--- config.mk ---
export PLATFORM = sky130hd
export DESIGN_NAME = clk_fanout_banks
export DESIGN_NICKNAME = d
export VERILOG_FILES = /design/src/rtl/clkfan_pkg.sv /design/src/rtl/clkfan_div2.sv /design/src/rtl/clkfan_en_decode.sv /design/src/rtl/clkfan_bank.sv /design/src/rtl/clk_fanout_banks.sv
export SDC_FILE = /design/constraint.sdc
export NUM_CORES = 1
export LEC_CHECK = 0
export ABC_AREA = 0
export BUFFER_PORTS_ARGS = -buffer_cell sky130_fd_sc_hd__buf_2
export CAP_MARGIN = 15
export CORE_MARGIN = 2
export CORE_UTILIZATION = 30
export CTS_CLUSTER_SIZE = 40
export DETAILED_ROUTE_END_ITERATION = 10
export PLACE_DENSITY = 0.81
export SYNTH_ARGS = -nofsm -noshare
export SYNTH_HDL_FRONTEND = slang
export SYNTH_HIERARCHICAL = 1
export SYNTH_SLANG_ARGS = --single-unit
--- constraint.sdc ---
create_clock -name clk_in -period 1.4 [get_ports clk_in]
set_input_delay 0.28 -clock clk_in [delete_from_list [all_inputs] [get_ports clk_in]]
set_output_delay 0.28 -clock clk_in [all_outputs]
set_load 0.005 [all_outputs]
--- src/rtl/clkfan_pkg.sv ---
package clkfan_pkg;

   typedef enum logic {
      RATE_HALF = 1'b0,
      RATE_FULL = 1'b1
   } rate_e;

endpackage

--- src/rtl/clkfan_div2.sv ---
module clkfan_div2 (
   input  logic clk_in,
   input  logic hold_n,
   output logic half_clk
);

   // Shared toggle: cleared while held, first toggle on the first rising
   // edge after release so the half-rate rise lines up with the input rise.
   always_ff @(posedge clk_in or negedge hold_n) begin
      if (!hold_n) half_clk <= 1'b0;
      else         half_clk <= ~half_clk;
   end

endmodule

--- src/rtl/clkfan_en_decode.sv ---
module clkfan_en_decode #(
   parameter int NUM_BANKS = 4,
   parameter int CODE_W    = 2
) (
   input  logic                 hold_n,
   input  logic [CODE_W-1:0]    bank_cnt_sel,
   output logic [NUM_BANKS-1:0] bank_en
);

   localparam int IDX_W = CODE_W + 1;

   logic [IDX_W-1:0] code_ext;
   assign code_ext = {1'b0, bank_cnt_sel};

   // Cumulative (thermometer) decode: bank b runs once the code reaches b.
   for (genvar b = 0; b < NUM_BANKS; b++) begin : g_dec
      localparam logic [IDX_W-1:0] BANK_IDX = IDX_W'(b);
      if (b == 0) begin : g_first
         assign bank_en[b] = hold_n;
      end else begin : g_rest
         assign bank_en[b] = hold_n & (code_ext >= BANK_IDX);
      end
   end

endmodule

--- src/rtl/clkfan_bank.sv ---
module clkfan_bank #(
   parameter int OUTS = 5
) (
   input  logic                clk_in,
   input  logic                half_clk,
   input  clkfan_pkg::rate_e   rate,
   input  logic                en,
   output logic [OUTS-1:0]     q,
   output logic [OUTS-1:0]     q_en
);

   logic wave;

   always_comb begin
      if (!en)                              wave = 1'b0;
      else if (rate == clkfan_pkg::RATE_FULL) wave = clk_in;
      else                                  wave = half_clk;
   end

   for (genvar i = 0; i < OUTS; i++) begin : g_out
      assign q[i]    = wave;
      assign q_en[i] = en;
   end

endmodule

--- src/rtl/clk_fanout_banks.sv ---
module clk_fanout_banks #(
   parameter  int NUM_BANKS     = 4,
   parameter  int OUTS_PER_BANK = 5,
   localparam int CODE_W        = (NUM_BANKS > 1) ? $clog2(NUM_BANKS) : 1,
   localparam int TOTAL_OUTS    = NUM_BANKS * OUTS_PER_BANK
) (
   input  logic                  clk_in,
   input  logic                  hold_n,
   input  logic [CODE_W-1:0]     bank_cnt_sel,
   input  logic [NUM_BANKS-1:0]  rate_sel,
   output logic [TOTAL_OUTS-1:0] fan_clk,
   output logic [TOTAL_OUTS-1:0] fan_oe
);

   if (NUM_BANKS < 2) begin : g_bad_banks
      $error("clk_fanout_banks: NUM_BANKS must be at least 2");
   end
   if (OUTS_PER_BANK < 1) begin : g_bad_outs
      $error("clk_fanout_banks: OUTS_PER_BANK must be at least 1");
   end

   logic                 half_clk;
   logic [NUM_BANKS-1:0] bank_en;

   clkfan_div2 u_div (
      .clk_in   (clk_in),
      .hold_n   (hold_n),
      .half_clk (half_clk)
   );

   clkfan_en_decode #(
      .NUM_BANKS (NUM_BANKS),
      .CODE_W    (CODE_W)
   ) u_dec (
      .hold_n       (hold_n),
      .bank_cnt_sel (bank_cnt_sel),
      .bank_en      (bank_en)
   );

   for (genvar b = 0; b < NUM_BANKS; b++) begin : g_bank
      clkfan_bank #(
         .OUTS (OUTS_PER_BANK)
      ) u_bank (
         .clk_in   (clk_in),
         .half_clk (half_clk),
         .rate     (clkfan_pkg::rate_e'(rate_sel[b])),
         .en       (bank_en[b]),
         .q        (fan_clk[b*OUTS_PER_BANK +: OUTS_PER_BANK]),
         .q_en     (fan_oe[b*OUTS_PER_BANK +: OUTS_PER_BANK])
      );
   end

endmodule

==> results of run 1 <==
-- routing by layer --
| layer | GRT usage [%] | wire [um] |
|---|---|---|
| met2 | 12.2 | 643 |
| met1 | 6.30 | 344 |
| met4 | 40.0 | 35 |
| met5 | 0 | 0 |
| met3 | 20.9 | 143 |
-- power by group through the flow --
stage          Combinational, W  Sequential, W  Clock [W]
2_1_floorplan         0.0000567      0.0000294   0.000257
3_3_place_gp          0.0000605      0.0000294   0.000189
3_5_place_dp          0.0000621      0.0000294   0.000189
4_1_cts               0.0000660      0.0000291   0.000835
5_1_grt               0.0000732      0.0000291    0.00109
6_report              0.0000678      0.0000291    0.00102
-- cell type report --
cell class,instances,share of cell area [%]
Clock buffer,39,54.0
Inverter,1,0.523
Tap cell,15,2.61
Sequential cell,1,3.66
Multi-Input combinational cell,11,15.9
Timing Repair Buffer,31,23.3
-- synth_stat cells --
library cell / number / area [um2]
and3_1: 1 / 6.26
inv_1: 1 / 3.75
mux2i_1: 4 / 40.0
and2_2: 1 / 7.51
dfrtp_1: 1 / 25.0
buf_4: 41 / 308
o21a_1: 1 / 7.51
nor2b_1: 4 / 25.0
-- kinds of logic after synthesis --
family	synth area share, %
flip-flops	5.92
buffers and inverters	73.7
AND/OR/NAND/NOR	9.17
multiplexers	9.47
AO/OA/AOI/OAI	1.78
-- through the flow --
step / hold slack (ns) / utilization, %
floorplan: -0.0156 / -
global placement: 0.0793 / 30.1
detailed placement: 0.0870 / 30.1
CTS: 0.312 / 47.7
global route: 0.306 / 55.2
finish: 0.311 / 55.2
-- critical path: cells and delay by family --
kind	cells	cell delay, ns
mux	1	0.17
buf+inv	5	0.55
simple gates	1	0.09
-- worst min path at each step --
| stage | start | endpoint | cells after the start |
|---|---|---|---|
| after floorplan | hold_n | u_div/half_clk | 0 |
| after global placement | hold_n | u_div/half_clk | 1 |
| after detailed placement | hold_n | u_div/half_clk | 1 |
| after CTS | hold_n | u_div/half_clk | 2 |
| after global routing | hold_n | u_div/half_clk | 2 |
| final | hold_n | u_div/half_clk | 2 |
-- what timing repair did --
| item | in CTS | in global routing |
|---|---|---|
| gates resized for setup | 14 | 33 |
| setup endpoints to repair | 22 | 21 |
| hold buffers | 1 | 0 |
| endpoints found under the hold margin | 1 | 0 |
| pin swaps | 0 | 0 |
==> results.py, run 1 <==
metrics = {
    "finish": {
        "largest_register": "u_div/half_clk",
        "nNetsFinal": 89,
        "final_cell_mix": "buf_2, buf_6, buf_4, clkbuf_1",
        "multiInputGateArea_um2": 114,
        "final_cell_area_um2": 718,
        "largest_register_ffs": 1,
        "antenna_cells": 0,
        "fillers": 125,
        "final_common_cell": "buf_2",
        "instances_no_fill": 98,
        "drive_above_1_share_pct": 86.7,
        "largestRegisters": "u_div/half_clk x1",
        "area_growth_pct": 69.8,
        "final-seq-area_um2": 26.3,
    },
    "global_routing": {
        "grt_first_pass_wirelength_um": 1590,
        "grt_pass1_vias": 554,
        "antenna_found_initial": 0,
        "grt.overflow.total": 0,
        "grtUsageTotal_pct": 15.5,
        "grt_max_degree": 7,
    },
    "setup_path": {
        "cpPeakStageDelay_ns": 0.17,
        "r2r_cells": 1,
        "crit_path_end": "fan_clk[6]",
        "worst-endpoint-arrival_ns": 1.51,
        "cp_cell_sequence": "buf_8 -> buf_8 -> buf_8 -> mux2i_2 -> nor2b_2 -> buf_6 -> buf_6",
        "required_ns": 1.12,
        "r2r_slack_ns": 0.82,
        "critPathKind": "clock port to primary output",
        "cp-startpoint": "clk_in",
        "reg2reg_from": "u_div/half_clk",
        "start_kind": "clock port",
        "cp_common_cell": "buf_8",
        "worstPathMaxFanout": 3,
        "critPathSlowestCell": "mux2i_2",
        "reg2reg_to": "u_div/half_clk",
        "worst_setup_path_end_kind": "primary output",
    },
    "placement": {
        "dpl_cell_area_um2": 392,
        "routabilityCongestion": 0.590,
        "io_buffers": 47,
        "dp_cells": 78,
        "post-place-ws_ns": 0.108,
    },
    "floorplan": {
        "rows": 13,
        "start_util_pct": 32.5,
        "die_width_um": 41.5,
        "die_y_um": 41.5,
        "die_area_um2": 1730,
        "ioPinCount": 48,
        "coreArea_um2": 1300,
    },
    "clock_network": {
        "cts_tree": "built",
        "cts_setup_buffers": 0,
        "clk_latency_ns": 0.32,
        "clk_pin_slew_ns": 0.03,
    },
    "synthesis": {
        "ys_seq_elements": 1,
        "synth.distinct_cells": 8,
        "syn_inst": 54,
        "yosysWarnings": 6,
        "syn_area_um2": 423,
        "syn_nets": 62,
        "postSynthAreaPerCell_um2": 7.83,
        "yosysSeqAreaShare_pct": 5.92,
    },
    "pwr": {
        "p_leak_nw": 0.417,
        "vdd_drop_max_v": 0.00109,
        "netSwitchingPower_w": 0.000329,
        "comb_power_share_pct": 6.1,
        "swShare_pct": 29.5,
        "clkPwrFrac_pct": 91.3,
        "power_frac_seq_pct": 2.6,
        "power_w": 0.00111,
        "power_density_nw_per_um2": 1550,
        "p_int_w": 0.000786,
    },
    "job": {
        "maxCapViolations": 0,
    },
    "timing": {
        "slew_headroom_pct": 87.4,
        "drv_slew": 0,
        "grt_setup_unrepaired": "true",
        "tightest_slew_ns": 0.185,
        "tns_ns": -5.73,
        "setup-violations-final": 20,
        "fin_skew_ns": 0,
        "layout_setup_ws_ns": -0.393,
        "hold_violations": 0,
    },
    "detailed_routing": {
        "vias_per_cell": 4.23,
        "wire_per_inst_um": 11.9,
        "route.detailed.drc": 0,
        "first_pass_iters": 4,
        "vias": 415,
        "ant_nets": 0,
        "wl_um": 1170,
        "drt_iter0_drc": 6,
    },
    "outcome": {
        "outcome": "finished, violations left",
        "violations": "setup timing",
    },
    "worst_hold_path": {
        "hp-class": "input port to async pin",
    },
}
Note: power is estimated with default switching activity, not from simulation.
==> inputs of run 2 (changes only) <==
--- a/config.mk
+++ b/config.mk
@@ -9,10 +9,10 @@
 export BUFFER_PORTS_ARGS = -buffer_cell sky130_fd_sc_hd__buf_2
 export CAP_MARGIN = 15
 export CORE_MARGIN = 2
-export CORE_UTILIZATION = 30
+export CORE_UTILIZATION = 32
 export CTS_CLUSTER_SIZE = 40
 export DETAILED_ROUTE_END_ITERATION = 10
-export PLACE_DENSITY = 0.81
+export PLACE_DENSITY = 0.85
 export SYNTH_ARGS = -nofsm -noshare
 export SYNTH_HDL_FRONTEND = slang
 export SYNTH_HIERARCHICAL = 1
==> run 2 against run 1 <==
  * The run still ends with setup timing left
  * Clock-buffer cell count down 1
  * Global-route usage up 0.066 points
  * Combinational power down 3%
  * Sequential power about the same
  * Design area up 3.8%
  * Sequential share of layout area down 0.14 points
  * Final cell count down 2.0%
  * Worst setup slack better by 0.10 ns
  * Routed wire length down 11%
  * Clock skew unchanged
  * Worst hold slack better by 0.017 ns
  * Critical endpoint is now fan_clk[10]
  * Largest cell class unchanged
  * Highest routed layer unchanged
==> results.py, run 2 (same netlist as run 1, synthesis figures left out) <==
metrics = {
    "global_routing": {
        "grt_pass1_vias": 480,
        "grt.overflow.total": 0,
        "antenna_found_initial": 0,
        "grtUsageTotal_pct": 15.6,
        "grt_first_pass_wirelength_um": 1280,
        "grt_max_degree": 11,
    },
    "finish": {
        "largest_register": "u_div/half_clk",
        "nNetsFinal": 87,
        "multiInputGateArea_um2": 133,
        "fillers": 121,
        "area_growth_pct": 76.3,
        "instances_no_fill": 96,
        "post-route-util_pct": 58.8,
        "drive_above_1_share_pct": 86.4,
        "final_common_cell": "buf_2",
        "final-seq-area_um2": 26.3,
        "final_cell_mix": "buf_2, buf_6, buf_4, buf_8, clkbuf_1",
        "largest_register_ffs": 1,
        "antenna_cells": 0,
        "largestRegisters": "u_div/half_clk x1",
    },
    "detailed_routing": {
        "drt_iter0_drc": 2,
        "route.detailed.drc": 0,
        "vias_per_cell": 4.00,
        "ant_nets": 0,
        "first_pass_iters": 2,
        "vias": 384,
        "wl_um": 1040,
        "wire_per_inst_um": 10.9,
    },
    "setup_path": {
        "cp_top_family": "buffers and inverters",
        "critPathSlowestCell": "buf_4",
        "cpPeakStageDelay_ns": 0.15,
        "reg2reg_from": "u_div/half_clk",
        "path_buf_inv": 4,
        "worst_setup_path_end_kind": "primary output",
        "cp-startpoint": "clk_in",
        "cp_cell_sequence": "buf_8 -> clkbuf_8 -> mux2i_1 -> nor2b_1 -> buf_4 -> buf_6",
        "critPathKind": "clock port to primary output",
        "worst-endpoint-arrival_ns": 1.41,
        "required_ns": 1.12,
        "start_kind": "clock port",
        "worstPathMaxFanout": 3,
    },
    "pwr": {
        "p_leak_nw": 0.420,
        "vdd_drop_max_v": 0.000811,
        "power_density_nw_per_um2": 1460,
    },
    "floorplan": {
        "coreArea_um2": 1270,
        "die_area_um2": 1630,
        "rows": 13,
        "start_util_pct": 33.3,
        "die_y_um": 40.4,
        "ioPinCount": 48,
        "die_width_um": 40.4,
    },
    "timing": {
        "hold_violations": 0,
        "drv_slew": 0,
        "setup-violations-final": 20,
        "grt_setup_unrepaired": "true",
        "tightest_slew_ns": 0.169,
        "layout_setup_ws_ns": -0.289,
        "fin_skew_ns": 0,
        "slew_headroom_pct": 88.5,
    },
    "job": {
        "maxCapViolations": 0,
    },
    "placement": {
        "io_buffers": 47,
        "dp_hpwl_um": 553,
        "dp_cells": 77,
        "routabilityCongestion": 0.550,
    },
    "worst_hold_path": {
        "hp-class": "input port to async pin",
    },
    "clock_network": {
        "cts_tree": "built",
        "cts_setup_buffers": 0,
        "clk_latency_ns": 0.32,
        "clk_pin_slew_ns": 0.03,
    },
    "outcome": {
        "violations": "setup timing",
        "outcome": "finished, violations left",
    },
}
==> run 2: changes by cell type in the layout (fill, tap and decap cells not counted) <==
| cell | before | now |
|---|---|---|
| buf_2 | 28 | 26 |
| buf_4 | 7 | 5 |
| buf_6 | 24 | 22 |
| buf_8 | 3 | 4 |
| clkbuf_8 | 0 | 3 |
| mux2i_2 | 1 | 0 |
| mux2i_4 | 1 | 2 |
| nor2b_2 | 2 | 0 |
| nor2b_4 | 0 | 2 |
==> run 2: final timing paths <==
kind,to,slack [ns],depth (start not counted)
min in group clk_in,u_div/half_clk,0.52,1
max reg2reg,u_div/half_clk,0.80,1
min reg2reg,u_div/half_clk,0.52,1
max in group asynchronous,u_div/half_clk,0.96,2
max,fan_clk[10],-0.29,6
min,u_div/half_clk,0.33,2
==> run 2: report_power, final <==
group	switching, W	internal [W]	total (W)	leakage [nW]
clock	0.000302	0.000695	0.000997	0.256
sequential	0	0.0000291	0.0000291	0.00896
combinational	0.0000292	0.0000368	0.0000661	0.155
==> run 2: per-stage QoR <==
stage	total power (W)	area [um2]	TNS (ns)	hold slack (ns)	setup WS [ns]
5_1_grt	0.00118	746	-6.13	0.351	-0.334
2_1_floorplan	0.000343	423	0	-0.0156	0.0832
3_5_place_dp	0.000277	384	0	0.106	0.108
6_report	0.00109	746	-5.25	0.328	-0.289
3_3_place_gp	0.000277	384	0	0.102	0.108
4_1_cts	0.00100	699	-6.50	0.319	-0.357
==> run 2: layout make-up <==
| cell class | instances | share of cell area [%] |
|---|---|---|
| clock buffers | 38 | 53.9 |
| repair buffers | 30 | 21.8 |
| flip-flops and latches | 1 | 3.52 |
| multi-input cells | 11 | 17.8 |
| well taps | 15 | 2.52 |
| inverters | 1 | 0.503 |
==> run 2: timing repair <==
item                                    in CTS  in global routing
hold endpoints to repair                     1                  0
hold buffers                                 1                  0
gates resized for setup                     31                 18
endpoints found under the setup margin      23                 21
pin swaps                                    0                  0
==> run 2: routing by layer <==
metal  GRT usage, %  up-vias  wire length [um]
met5              0        -                 0
met4           40.0        0                36
met3           25.6        4               143
met2           11.1       31               552
met1           4.93      168               309
li1               -      181                 -
